### src/rtl/lpm_route_pkg.sv
package lpm_route_pkg;
  localparam int ADDR_W = 32;
  localparam int LEN_W  = 6;
  localparam int TTL_W  = 8;
  localparam int CSUM_W = 16;

  typedef enum logic {ACT_NHOP = 1'b0, ACT_DROP = 1'b1} act_e;

  function automatic logic [LEN_W-1:0] eff_len(input logic [LEN_W-1:0] len);
    return (len > LEN_W'(ADDR_W)) ? LEN_W'(ADDR_W) : len;
  endfunction

  function automatic logic [ADDR_W-1:0] len_mask(input logic [LEN_W-1:0] len);
    logic [LEN_W-1:0] l;
    l = eff_len(len);
    if (l == '0) return '0;
    return ~({ADDR_W{1'b1}} >> l);
  endfunction

  function automatic logic [CSUM_W-1:0] csum_patch(input logic [CSUM_W-1:0] c,
                                                   input logic [TTL_W-1:0] t_old,
                                                   input logic [TTL_W-1:0] t_new);
    logic [CSUM_W+1:0] s;
    logic [CSUM_W:0]   f1;
    logic [CSUM_W:0]   f2;
    s  = {2'b00, ~c} + {2'b00, ~{t_old, 8'h00}} + {2'b00, t_new, 8'h00};
    f1 = {1'b0, s[CSUM_W-1:0]} + {{(CSUM_W-1){1'b0}}, s[CSUM_W+1:CSUM_W]};
    f2 = {1'b0, f1[CSUM_W-1:0]} + {{CSUM_W{1'b0}}, f1[CSUM_W]};
    return ~f2[CSUM_W-1:0];
  endfunction
endpackage

### src/rtl/lpm_table.sv
module lpm_table
  import lpm_route_pkg::*;
#(
  parameter int N_ENTRIES = 8,
  parameter int PORT_W    = 4,
  localparam int IDX_W    = (N_ENTRIES > 1) ? $clog2(N_ENTRIES) : 1
) (
  input  logic              clk,
  input  logic              rst_n,
  input  logic              wr_en,
  input  logic [IDX_W-1:0]  wr_idx,
  input  logic              wr_valid,
  input  logic [ADDR_W-1:0] wr_prefix,
  input  logic [LEN_W-1:0]  wr_len,
  input  logic              wr_act,
  input  logic [ADDR_W-1:0] wr_nhop,
  input  logic [PORT_W-1:0] wr_port,
  output logic              t_valid  [N_ENTRIES],
  output logic [ADDR_W-1:0] t_prefix [N_ENTRIES],
  output logic [LEN_W-1:0]  t_len    [N_ENTRIES],
  output logic              t_act    [N_ENTRIES],
  output logic [ADDR_W-1:0] t_nhop   [N_ENTRIES],
  output logic [PORT_W-1:0] t_port   [N_ENTRIES]
);
  for (genvar i = 0; i < N_ENTRIES; i++) begin : g_row
    always_ff @(posedge clk) begin
      if (!rst_n) begin
        t_valid[i]  <= 1'b0;
        t_prefix[i] <= '0;
        t_len[i]    <= '0;
        t_act[i]    <= 1'b0;
        t_nhop[i]   <= '0;
        t_port[i]   <= '0;
      end else if (wr_en && (wr_idx == IDX_W'(i))) begin
        t_valid[i]  <= wr_valid;
        t_prefix[i] <= wr_prefix;
        t_len[i]    <= wr_len;
        t_act[i]    <= wr_act;
        t_nhop[i]   <= wr_nhop;
        t_port[i]   <= wr_port;
      end
    end

    // a write is visible on the following cycle
    p_write_lands_r10: assert property (@(posedge clk) disable iff (!rst_n)
      (wr_en && wr_idx == IDX_W'(i)) |=>
        (t_prefix[i] == $past(wr_prefix) && t_valid[i] == $past(wr_valid)));
  end
endmodule

### src/rtl/lpm_match.sv
module lpm_match
  import lpm_route_pkg::*;
#(
  parameter int N_ENTRIES = 8,
  localparam int IDX_W    = (N_ENTRIES > 1) ? $clog2(N_ENTRIES) : 1
) (
  input  logic              clk,
  input  logic              rst_n,
  input  logic [ADDR_W-1:0] key,
  input  logic              t_valid  [N_ENTRIES],
  input  logic [ADDR_W-1:0] t_prefix [N_ENTRIES],
  input  logic [LEN_W-1:0]  t_len    [N_ENTRIES],
  output logic              found,
  output logic [IDX_W-1:0]  sel
);
  logic [N_ENTRIES-1:0] hit;
  logic [LEN_W-1:0]     elen [N_ENTRIES];

  for (genvar i = 0; i < N_ENTRIES; i++) begin : g_cmp
    assign elen[i] = eff_len(t_len[i]);
    assign hit[i]  = t_valid[i] &&
                     (((key ^ t_prefix[i]) & len_mask(t_len[i])) == '0);
  end

  // ascending scan, strict compare: the lower index keeps a tie
  always_comb begin
    logic [LEN_W-1:0] best;
    found = 1'b0;
    sel   = '0;
    best  = '0;
    for (int i = 0; i < N_ENTRIES; i++) begin
      if (hit[i] && (!found || elen[i] > best)) begin
        found = 1'b1;
        sel   = IDX_W'(i);
        best  = elen[i];
      end
    end
  end

  p_sel_is_hit_r1: assert property (@(posedge clk) disable iff (!rst_n)
    found |-> hit[sel]);
  p_miss_means_none_r3: assert property (@(posedge clk) disable iff (!rst_n)
    !found |-> (hit == '0));
  for (genvar j = 0; j < N_ENTRIES; j++) begin : g_chk
    p_no_longer_hit_r1: assert property (@(posedge clk) disable iff (!rst_n)
      (found && hit[j]) |-> (elen[j] <= elen[sel]));
    p_tie_lower_r2: assert property (@(posedge clk) disable iff (!rst_n)
      (found && hit[j] && elen[j] == elen[sel]) |-> (IDX_W'(j) >= sel));
  end
endmodule

### src/rtl/lpm_action.sv
module lpm_action
  import lpm_route_pkg::*;
#(
  parameter int PORT_W = 4
) (
  input  logic              ipv4,
  input  logic              found,
  input  logic              act,
  input  logic [TTL_W-1:0]  ttl,
  input  logic [CSUM_W-1:0] csum,
  input  logic [ADDR_W-1:0] nhop,
  input  logic [PORT_W-1:0] port,
  input  logic [ADDR_W-1:0] e_nhop,
  input  logic [PORT_W-1:0] e_port,
  output logic [TTL_W-1:0]  r_ttl,
  output logic [CSUM_W-1:0] r_csum,
  output logic [ADDR_W-1:0] r_nhop,
  output logic [PORT_W-1:0] r_port,
  output logic              r_drop
);
  logic [TTL_W-1:0] ttl_dec;
  assign ttl_dec = ttl - TTL_W'(1);

  always_comb begin
    r_ttl  = ttl;
    r_csum = csum;
    r_nhop = nhop;
    r_port = port;
    r_drop = 1'b0;
    if (ipv4) begin
      if (!found || act_e'(act) == ACT_DROP) begin
        r_drop = 1'b1;
      end else begin
        r_ttl  = ttl_dec;
        r_csum = csum_patch(csum, ttl, ttl_dec);
        r_nhop = e_nhop;
        r_port = e_port;
      end
    end
  end
endmodule

### src/rtl/lpm_route_stage.sv
module lpm_route_stage
  import lpm_route_pkg::*;
#(
  parameter int N_ENTRIES = 8,
  parameter int PORT_W    = 4,
  localparam int IDX_W    = (N_ENTRIES > 1) ? $clog2(N_ENTRIES) : 1
) (
  input  logic              clk,
  input  logic              rst_n,
  input  logic              in_valid,
  output logic              in_ready,
  input  logic              in_ipv4_valid,
  input  logic [31:0]       in_dst_addr,
  input  logic [7:0]        in_ttl,
  input  logic [15:0]       in_csum,
  input  logic [31:0]       in_nhop,
  input  logic [PORT_W-1:0] in_port,
  output logic              out_valid,
  input  logic              out_ready,
  output logic              out_ipv4_valid,
  output logic [31:0]       out_dst_addr,
  output logic [7:0]        out_ttl,
  output logic [15:0]       out_csum,
  output logic [31:0]       out_nhop,
  output logic [PORT_W-1:0] out_port,
  output logic              out_drop,
  input  logic              wr_en,
  input  logic [IDX_W-1:0]  wr_idx,
  input  logic              wr_valid,
  input  logic [31:0]       wr_prefix,
  input  logic [5:0]        wr_len,
  input  logic              wr_act,
  input  logic [31:0]       wr_nhop,
  input  logic [PORT_W-1:0] wr_port
);
  logic              t_valid  [N_ENTRIES];
  logic [ADDR_W-1:0] t_prefix [N_ENTRIES];
  logic [LEN_W-1:0]  t_len    [N_ENTRIES];
  logic              t_act    [N_ENTRIES];
  logic [ADDR_W-1:0] t_nhop   [N_ENTRIES];
  logic [PORT_W-1:0] t_port   [N_ENTRIES];

  lpm_table #(.N_ENTRIES(N_ENTRIES), .PORT_W(PORT_W)) u_table (
    .clk, .rst_n, .wr_en, .wr_idx, .wr_valid, .wr_prefix, .wr_len,
    .wr_act, .wr_nhop, .wr_port,
    .t_valid, .t_prefix, .t_len, .t_act, .t_nhop, .t_port
  );

  logic             m_found;
  logic [IDX_W-1:0] m_sel;

  lpm_match #(.N_ENTRIES(N_ENTRIES)) u_match (
    .clk, .rst_n, .key(in_dst_addr),
    .t_valid, .t_prefix, .t_len,
    .found(m_found), .sel(m_sel)
  );

  // one enable for the whole pipe: it stalls as a unit
  logic adv;
  assign adv      = !out_valid || out_ready;
  assign in_ready = adv;

  // stage 1: header plus the selected entry's action parameters
  logic              s1_v, s1_ip, s1_found, s1_act;
  logic [ADDR_W-1:0] s1_dst, s1_nhop, s1_enhop;
  logic [TTL_W-1:0]  s1_ttl;
  logic [CSUM_W-1:0] s1_csum;
  logic [PORT_W-1:0] s1_port, s1_eport;

  always_ff @(posedge clk) begin
    if (!rst_n) begin
      s1_v <= 1'b0; s1_ip <= 1'b0; s1_found <= 1'b0; s1_act <= 1'b0;
      s1_dst <= '0; s1_nhop <= '0; s1_enhop <= '0; s1_ttl <= '0;
      s1_csum <= '0; s1_port <= '0; s1_eport <= '0;
    end else if (adv) begin
      s1_v     <= in_valid;
      s1_ip    <= in_ipv4_valid;
      s1_found <= m_found && in_ipv4_valid;
      s1_act   <= t_act[m_sel];
      s1_dst   <= in_dst_addr;
      s1_nhop  <= in_nhop;
      s1_enhop <= t_nhop[m_sel];
      s1_ttl   <= in_ttl;
      s1_csum  <= in_csum;
      s1_port  <= in_port;
      s1_eport <= t_port[m_sel];
    end
  end

  logic [TTL_W-1:0]  a_ttl;
  logic [CSUM_W-1:0] a_csum;
  logic [ADDR_W-1:0] a_nhop;
  logic [PORT_W-1:0] a_port;
  logic              a_drop;

  lpm_action #(.PORT_W(PORT_W)) u_action (
    .ipv4(s1_ip), .found(s1_found), .act(s1_act), .ttl(s1_ttl),
    .csum(s1_csum), .nhop(s1_nhop), .port(s1_port),
    .e_nhop(s1_enhop), .e_port(s1_eport),
    .r_ttl(a_ttl), .r_csum(a_csum), .r_nhop(a_nhop), .r_port(a_port),
    .r_drop(a_drop)
  );

  // stage 2: output register
  always_ff @(posedge clk) begin
    if (!rst_n) begin
      out_valid <= 1'b0; out_ipv4_valid <= 1'b0; out_dst_addr <= '0;
      out_ttl <= '0; out_csum <= '0; out_nhop <= '0; out_port <= '0;
      out_drop <= 1'b0;
    end else if (adv) begin
      out_valid      <= s1_v;
      out_ipv4_valid <= s1_ip;
      out_dst_addr   <= s1_dst;
      out_ttl        <= a_ttl;
      out_csum       <= a_csum;
      out_nhop       <= a_nhop;
      out_port       <= a_port;
      out_drop       <= a_drop;
    end
  end

  p_stall_hold_r9: assert property (@(posedge clk) disable iff (!rst_n)
    (out_valid && !out_ready) |=>
      (out_valid && $stable(out_ttl) && $stable(out_csum) &&
       $stable(out_nhop) && $stable(out_port) && $stable(out_drop) &&
       $stable(out_dst_addr)));
  p_ready_when_empty_r9: assert property (@(posedge clk) disable iff (!rst_n)
    !out_valid |-> in_ready);
  p_bypass_no_drop_r8: assert property (@(posedge clk) disable iff (!rst_n)
    (out_valid && !out_ipv4_valid) |-> !out_drop);
  p_drop_keeps_ttl_r7: assert property (@(posedge clk) disable iff (!rst_n)
    (adv && s1_v && s1_ip && s1_found && s1_act) |=>
      (out_drop && out_ttl == $past(s1_ttl)));
endmodule

### config.mk
export PLATFORM = sky130hd
export DESIGN_NAME = lpm_route_stage
export DESIGN_NICKNAME = d
export VERILOG_FILES = /design/src/rtl/lpm_route_pkg.sv /design/src/rtl/lpm_table.sv /design/src/rtl/lpm_match.sv /design/src/rtl/lpm_action.sv /design/src/rtl/lpm_route_stage.sv
export SDC_FILE = /design/constraint.sdc
export NUM_CORES = 2
export LEC_CHECK = 0
export BUFFER_PORTS_ARGS = -buffer_cell sky130_fd_sc_hd__buf_2
export CAP_MARGIN = 20
export CORE_MARGIN = 1
export CORE_UTILIZATION = 50
export DETAILED_ROUTE_END_ITERATION = 16
export GPL_ROUTABILITY_DRIVEN = 0
export PLACE_DENSITY = 0.65
export SKIP_CTS_REPAIR_TIMING = 1
export SYNTH_ARGS = -nofsm -noshare
export SYNTH_HDL_FRONTEND = slang
export SYNTH_SLANG_ARGS = --single-unit
export TNS_END_PERCENT = 5
### constraint.sdc
create_clock -name clk -period 24.4 [get_ports clk]
set_clock_uncertainty 0.1 [all_clocks]
set_input_delay 1.22 -clock clk [delete_from_list [all_inputs] [get_ports clk]]
set_output_delay 1.22 -clock clk [all_outputs]
set_load 0.05 [all_outputs]
# After elaboration in Yosys (flattened, before gate mapping)
# Index checks and enable logic that the tools add are counted.
[word_totals] register_bits=835 inputBits=177 output_inout_bits=96 elab_cells=263
[op_classes] add_sub_neg=5 order_cmp=16 eq_ne=7 shift=8 n_mux=73 bitwise=28 n_reduce_logical=59
[ops] operator="$mux 32" count=20
[ops] operator="$and 32x32->32" count=8
[ops] operator="$logic_not 32->1" count=8
[ops] operator="$not 32->32" count=8
[ops] operator="$shr 32x6->32 const A" count=8
[ops] operator="$xor 32x32->32" count=8
[ops] operator="$bmux 32 s3" count=1
[ops] operator="$mux 6" count=15
[ops] operator="$gt 6x6->1 const B" count=8
[ops] operator="$logic_not 6->1" count=8
[ops] operator="$not 16->16" count=3
[ops] operator="$gt 6x6->1" count=7
[ops] operator="$mux 16" count=2
[ops] operator="$logic_and 1x1->1" count=24
[ops] operator="$mux 1" count=21
[ops] operator="$add 18x16->18" count=1
[ops] operator="$add 16x16->17" count=1
[ops] operator="$add 16x2->17" count=1
[ops] operator="$add 16x1->16" count=1
[ops] operator="$mux 4" count=4
[ops] operator="$mux 8" count=2
[ops] operator="$bmux 4 s3" count=1
[ops] operator="$eq 3x3->1 const B" count=4
[ops] operator="$mux 3" count=4
[ops] operator="other kinds (10)" count=28

# Longest topological paths before layout
[depth] ltp_word=41 depth_mapped=93 ltp_nobuf=84

# By module
# From an unflattened synthesis, not the netlist that was laid out.
[hier_totals] cells_unflattened=4878 area_unflattened_um2=42764.8
[by_module_without_submodules] module="lpm_table" n_inst=1 cells_each=2055 area_per_inst_um2=21729.6 seq_area_each_um2=12171.7
[by_module_without_submodules] module="lpm_route_stage" n_inst=1 cells_each=1240 area_per_inst_um2=10696.5 seq_area_each_um2=4544.4
[by_module_without_submodules] module="lpm_match" n_inst=1 cells_each=1192 area_per_inst_um2=7822.5 seq_area_each_um2=0.0
[by_module_without_submodules] module="lpm_action" n_inst=1 cells_each=391 area_per_inst_um2=2516.2 seq_area_each_um2=0.0

# Least setup slack after synthesis
# OpenSTA, ideal clock, no wires.
[synth_path] kind="input to register" start="input in_dst_addr[1]" end="register s1_enhop[0]" setup_time_ns=0.116 arrival_ns=15.868 required_ns=24.184 path_slack_ns=8.316 stages=90 path_buffers=9 cell_sequence="buf_2 xnor2_1 o211ai_1 o31ai_1 nand4_1 or3_1 or2_0 buf_2 nor2_1 nand2_1 ha_1 nor2b_1 o21a_1 o21a_1 o21ai_0 a21oi_1 or3_1 and2_1 (+54 left out) a21oi_2 buf_2 mux2_2 ha_1 nor2b_1 o21a_1 o21ai_0 nand2b_1 a21oi_1 nor2b_1 o22ai_1 a21boi_2 or4b_4 and3b_1 buf_4 buf_6 nand2_1 o211a_1"
[synth_between] elab_chain_len=37 word_cells_on_any_way=85 cone_classes="order compare: 7; mux: 24; bitwise: 17; reduce/logical: 37"
[synth_rtl] element="from (decl)" line_no="lpm_route_stage.sv:13" rtl="input logic [31:0] in_dst_addr,"
[synth_rtl] element="$xor 32x32->32" line_no="lpm_match.sv:22" rtl="(((key ^ t_prefix[i]) & len_mask(t_len[i])) == '0);"
[synth_rtl] element="$and 32x32->32" line_no="lpm_match.sv:22"
[synth_rtl] element="$logic_not 32->1" line_no="lpm_match.sv:22"
[synth_rtl] element="$logic_and 1x1->1" line_no="lpm_match.sv:21" rtl="assign hit[i] = t_valid[i] &&"
[synth_rtl] element="$mux 6 or $mux 1 (tied branches)" line_no="lpm_match.sv:32" rtl="if (hit[i] && (!found || elen[i] > best)) begin"
[synth_rtl] element="$gt 6x6->1 or $logic_not 1->1 (tied branches)" line_no="lpm_match.sv:32"
[synth_rtl] element="$logic_or 1x1->1" line_no="lpm_match.sv:32"
[synth_rtl] element="$logic_and 1x1->1" line_no="lpm_match.sv:32"
[synth_rtl] element="(+20 left out)"
[synth_rtl] element="$mux 6 or $mux 1 (tied branches)" line_no="lpm_match.sv:32"
[synth_rtl] element="$gt 6x6->1 or $logic_not 1->1 (tied branches)" line_no="lpm_match.sv:32"
[synth_rtl] element="$logic_or 1x1->1" line_no="lpm_match.sv:32"
[synth_rtl] element="$logic_and 1x1->1" line_no="lpm_match.sv:32"
[synth_rtl] element="$mux 3 (*)" line_no="lpm_match.sv:32"
[synth_rtl] element="$not 3->4 (not written as such) (*)" line_no="lpm_route_stage.sv:82" rtl="s1_enhop <= t_nhop[m_sel];"
[synth_rtl] element="$bmux 32 s3 (*)" line_no="lpm_route_stage.sv:82"
[synth_rtl] element="$mux 32 (not written as such) (*) (2 in a row)" line_no="lpm_route_stage.sv:82"
[synth_rtl] element="to (signal assigned)" line_no="lpm_route_stage.sv:82"
[synth_rtl] element="to (decl)" line_no="lpm_route_stage.sv:65" rtl="logic [ADDR_W-1:0] s1_dst, s1_nhop, s1_enhop;"
# Mark *: on every way between the ends. The rest lies on a longest branch, timed or not. The select of a mux whose other input is x is not followed.
# A chain may end at the register's enable or synchronous reset.

# Worst setup path after layout
[layout_path] start="register u_table.t_len[43] (netlist bit)" end="register s1_enhop[7]"
[layout_between] elab_chain_len=41 word_cells_on_any_way=63 cone_classes="order compare: 8; shift: 1; mux: 27; bitwise: 3; reduce/logical: 24"
[layout_rtl] element="from (decl)" line_no="lpm_table.sv:20" rtl="output logic [LEN_W-1:0] t_len [N_ENTRIES],"
[layout_rtl] element="from (signal, indexed assignment)" line_no="lpm_table.sv:37" rtl="t_len[i] <= wr_len;"
[layout_rtl] element="$gt 6x6->1" line_no="lpm_route_pkg.sv:10" rtl="return (len > LEN_W'(ADDR_W)) ? LEN_W'(ADDR_W) : len;"
[layout_rtl] element="$mux 6 (*)" line_no="lpm_route_pkg.sv:10"
[layout_rtl] element="$shr 32x6->32 or $logic_not 6->1 (tied branches)" line_no="lpm_route_pkg.sv:17, lpm_route_pkg.sv:16"
[layout_rtl] element="$not 32->32 or $mux 1 (tied branches)" line_no="lpm_route_pkg.sv:17, lpm_route_pkg.sv:16"
[layout_rtl] element="$mux 32" line_no="lpm_route_pkg.sv:17" rtl="return ~({ADDR_W{1'b1}} >> l);"
[layout_rtl] element="$and 32x32->32" line_no="lpm_match.sv:22"
[layout_rtl] element="$logic_not 32->1" line_no="lpm_match.sv:22"
[layout_rtl] element="$logic_and 1x1->1" line_no="lpm_match.sv:21"
[layout_rtl] element="(+24 left out)"
[layout_rtl] element="$mux 6 or $mux 1 (tied branches)" line_no="lpm_match.sv:32"
[layout_rtl] element="$gt 6x6->1 or $logic_not 1->1 (tied branches)" line_no="lpm_match.sv:32"
[layout_rtl] element="$logic_or 1x1->1" line_no="lpm_match.sv:32"
[layout_rtl] element="$logic_and 1x1->1" line_no="lpm_match.sv:32"
[layout_rtl] element="$mux 3 (*)" line_no="lpm_match.sv:32"
[layout_rtl] element="$not 3->4 (not written as such) (*)" line_no="lpm_route_stage.sv:82"
[layout_rtl] element="$bmux 32 s3 (*)" line_no="lpm_route_stage.sv:82"
[layout_rtl] element="$mux 32 (not written as such) (*) (2 in a row)" line_no="lpm_route_stage.sv:82"
# Marked as above.

==> metrics.yaml <==
status: "finished, final reports clean"
dpl.hpwl_mm: 99.5
path_common_cell: "o21a_1"
synthCells: 5436
first_pass_iters: 8
hold_path.class: "flop to flop"
drive_gt1_share_pct: 9.87
grt_use_total_pct: 34.4
met2_usage_pct: 49.5
drcViolationCount: 0
grt.busiest_layer: "met2"
layout_common_cells: "nand2_1 (1692), dfxtp_1 (835), a21boi_0 (745)"
irDropWorstVdd_v: 0.0000598
rows: 107
max_freq_ghz: 0.0533
fin_util_pct: 55.5
die-area_um2: 87900
clock_path_buffers: 3
critPathCaptureType: "flop"
synth.avg_cell_area_um2: 7.97
r2r_slack_ns: 5.65
first_global_vias: 35100
cts_buffers: 92
p_comb_share_pct: 13.9
worstMarginPinSlew_ns: 1.26
ys_dominant_reg_cell: "dfxtp_1"
synth_top_area_cell: "dfxtp_1"
arrival_ns: 19.22
period_minus_slack_ns: 18.75
power_density_nw_per_um2: 70.6
slowest_delay_ns: 1.11
synthDominantCellAreaShare_pct: 38.6
rsz0062_at_grt: "false"
slew_headroom_pct: 15.6
start_kind: "flop"
drv_cap: 0
synth.ff_latch_count: 835
worstHoldEndpoint: "out_dst_addr[24]$_SDFFE_PN0P_"
ios: 273
grt_antenna_before_repair: 31
area_delta_synth_final_pct: 9.45
final_hold_viol_count: 0
synth_fp_nets: 5679
period_share_pct: 76.8
coreArea_um2: 85500
cts.clk_slew.worst_paths_ns: 0.06
leakage_uw: 0.0190
start_util_pct: 50.7
met3_usage_pct: 11.2
switching_power_uw: 950
critPathRequiredTime_ns: 24.87
ys_seq_area_share_pct: 38.6
fill_cells: 7981
die_w_um: 296
gr-usage-met1_pct: 47.2
die_h_um: 296
grt_pass1_wl_mm: 228
critPathKind: "flop to flop"
yosys-top-cells-area: "dfxtp_1 (39%), nand2_1 (15%), a21boi_0 (13%), mux2i_1 (4.3%), xnor2_1 (4.2%)"
dr.first_iter.drc_count: 4471
drt-total-wl_mm: 156
ys_types: 97
slowest_stage: "nor3_1"
total_power_uw: 3350
cts_tree: "built"
synth-edff-count: 0
hp-start: "out_dst_addr[24]$_SDFFE_PN0P_"
p_seq_share_pct: 43.3
grt_overflow: 0
setup-violations-final: 0
p_clk_share_pct: 42.8
timing.rr.start: "u_table.t_len[43]$_SDFFE_PN0P_"
port_buffers: 272
ff2ff_path_depth: 80
internal_power_uw: 2400
avgRoutedWirePerCell_um: 23.8
antenna_left: 0
final_common_cell: "nand2_1"
maxSlewViolCount: 0
clock-sinks: 835
cts-root-buf: "clkbuf_16"
yosys_warnings: 0
r2r_end: "s1_enhop[7]$_SDFFE_PN0P_"
final.setup.tns_ns: 0
vias_per_cell: 5.91
via_count: 38800
critical_path_peak_fanout: 36
htreeDepth: 3
insertion_delay_ns: 0.68
final_nets: 5582
p_sw_share_pct: 28.4
grt_max_degree: 239
holdPathStages: 2
async_flop_share_pct: 0
netlist_area_um2: 43300
per-stage QoR:
step / hold WS [ns] / setup WS, ns / instances / cell area [um^2]
after floorplan: 0.339 / 8.32 / 5436 / 43300
after detailed placement: 0.355 / 6.09 / 6389 / 44300
after CTS: 0.361 / 6.50 / 6557 / 47400
after global placement: 0.348 / 6.36 / 6389 / 44300
final: 0.360 / 5.65 / 6566 / 47400
after global routing: 0.378 / 4.81 / 6559 / 47400
critical path, delay by kind of cell, from the launching register on:
kind	cells	cell delay, ns
compound gates	47	9.08
flops	1	0.56
mux	1	0.41
simple gates	25	6.40
fa+ha+maj	7	2.10
worst max path at each step:
stage,startpoint,end,cells after the start
6_report,u_table.t_len[43]$_SDFFE_PN0P_,s1_enhop[7]$_SDFFE_PN0P_,80
5_1_grt,u_table.t_len[43]$_SDFFE_PN0P_,s1_enhop[17]$_SDFFE_PN0P_,80
4_1_cts,u_table.t_len[43]$_SDFFE_PN0P_,s1_enhop[7]$_SDFFE_PN0P_,81
3_3_place_gp,in_dst_addr[13],s1_enhop[16]$_SDFFE_PN0P_,81
2_1_floorplan,in_dst_addr[1],s1_enhop[0]$_SDFFE_PN0P_,90
3_5_place_dp,in_dst_addr[13],s1_enhop[7]$_SDFFE_PN0P_,82
flip-flops by register name, summed over array words and instances (netlist names), 8 cells and up:
name              cells
u_table.t_port       32
out_nhop             32
s1_nhop              32
u_table.t_prefix    256
out_ttl               8
u_table.t_valid       8
s1_dst               32
s1_ttl                8
u_table.t_nhop      256
s1_enhop             32
u_table.t_len        48
s1_csum              16
u_table.t_act         8
out_dst_addr         32
out_csum             16
routing by layer:
| metal | wire (um) | vias up |
|---|---|---|
| li1 | - | 18000 |
| met5 | 239 | - |
| met4 | 6610 | 36 |
| met3 | 19500 | 459 |
| met2 | 63900 | 1958 |
| met1 | 65800 | 18400 |
synthesized netlist by cell type, drive strengths merged (18+ instances only):
cell and number:
a211oi 24, a21boi 747, a21o 24, a21oi 150, buf 178, clkbuf 329, dfxtp 835, ha 64
inv 56, mux2i 186, nand2 1695, nand2b 21, nand3 81, nand4 20, nor2 98, nor2b 40
nor3 42, o211a 87, o211ai 25, o21a 35, o21ai 140, o22ai 24, or3 18, xnor2 207
xor2 101
logic make-up (layout without fill, tap and decap cells):
kind of cell | Yosys count | in the layout | share of synthesized area [%]
DFF | 835 | 835 | 38.6
other | 0 | 9 | 0
adders and majority gates | 70 | 70 | 2.04
AOI/OAI and AO/OA | 1377 | 1377 | 23.0
buffers and inverters | 564 | 541 | 5.98
and+or+nand+nor | 2089 | 2089 | 19.7
muxes | 193 | 193 | 4.48
xor gates and xnor gates | 308 | 308 | 6.24
layout make-up:
cell class	count	area [um^2]	share of cell area, %
well taps	1144	1430	3.02
diodes	9	22.5	0.0475
inverters	57	221	0.467
flip-flops and latches	835	16700	35.2
clock buffers	138	2770	5.83
multi-input cells	4037	24200	51.0
clock inverters	30	344	0.725
repair buffers	316	1750	3.69
power by group through the flow:
stage	clock, uW	sequential, uW	combinational [uW]
floorplan	0	1490	304
global placement	0	1480	450
detailed placement	0	1480	454
CTS	1440	1450	456
global route	1500	1450	498
finish	1430	1450	466
Power figures use the tool's default switching activity.
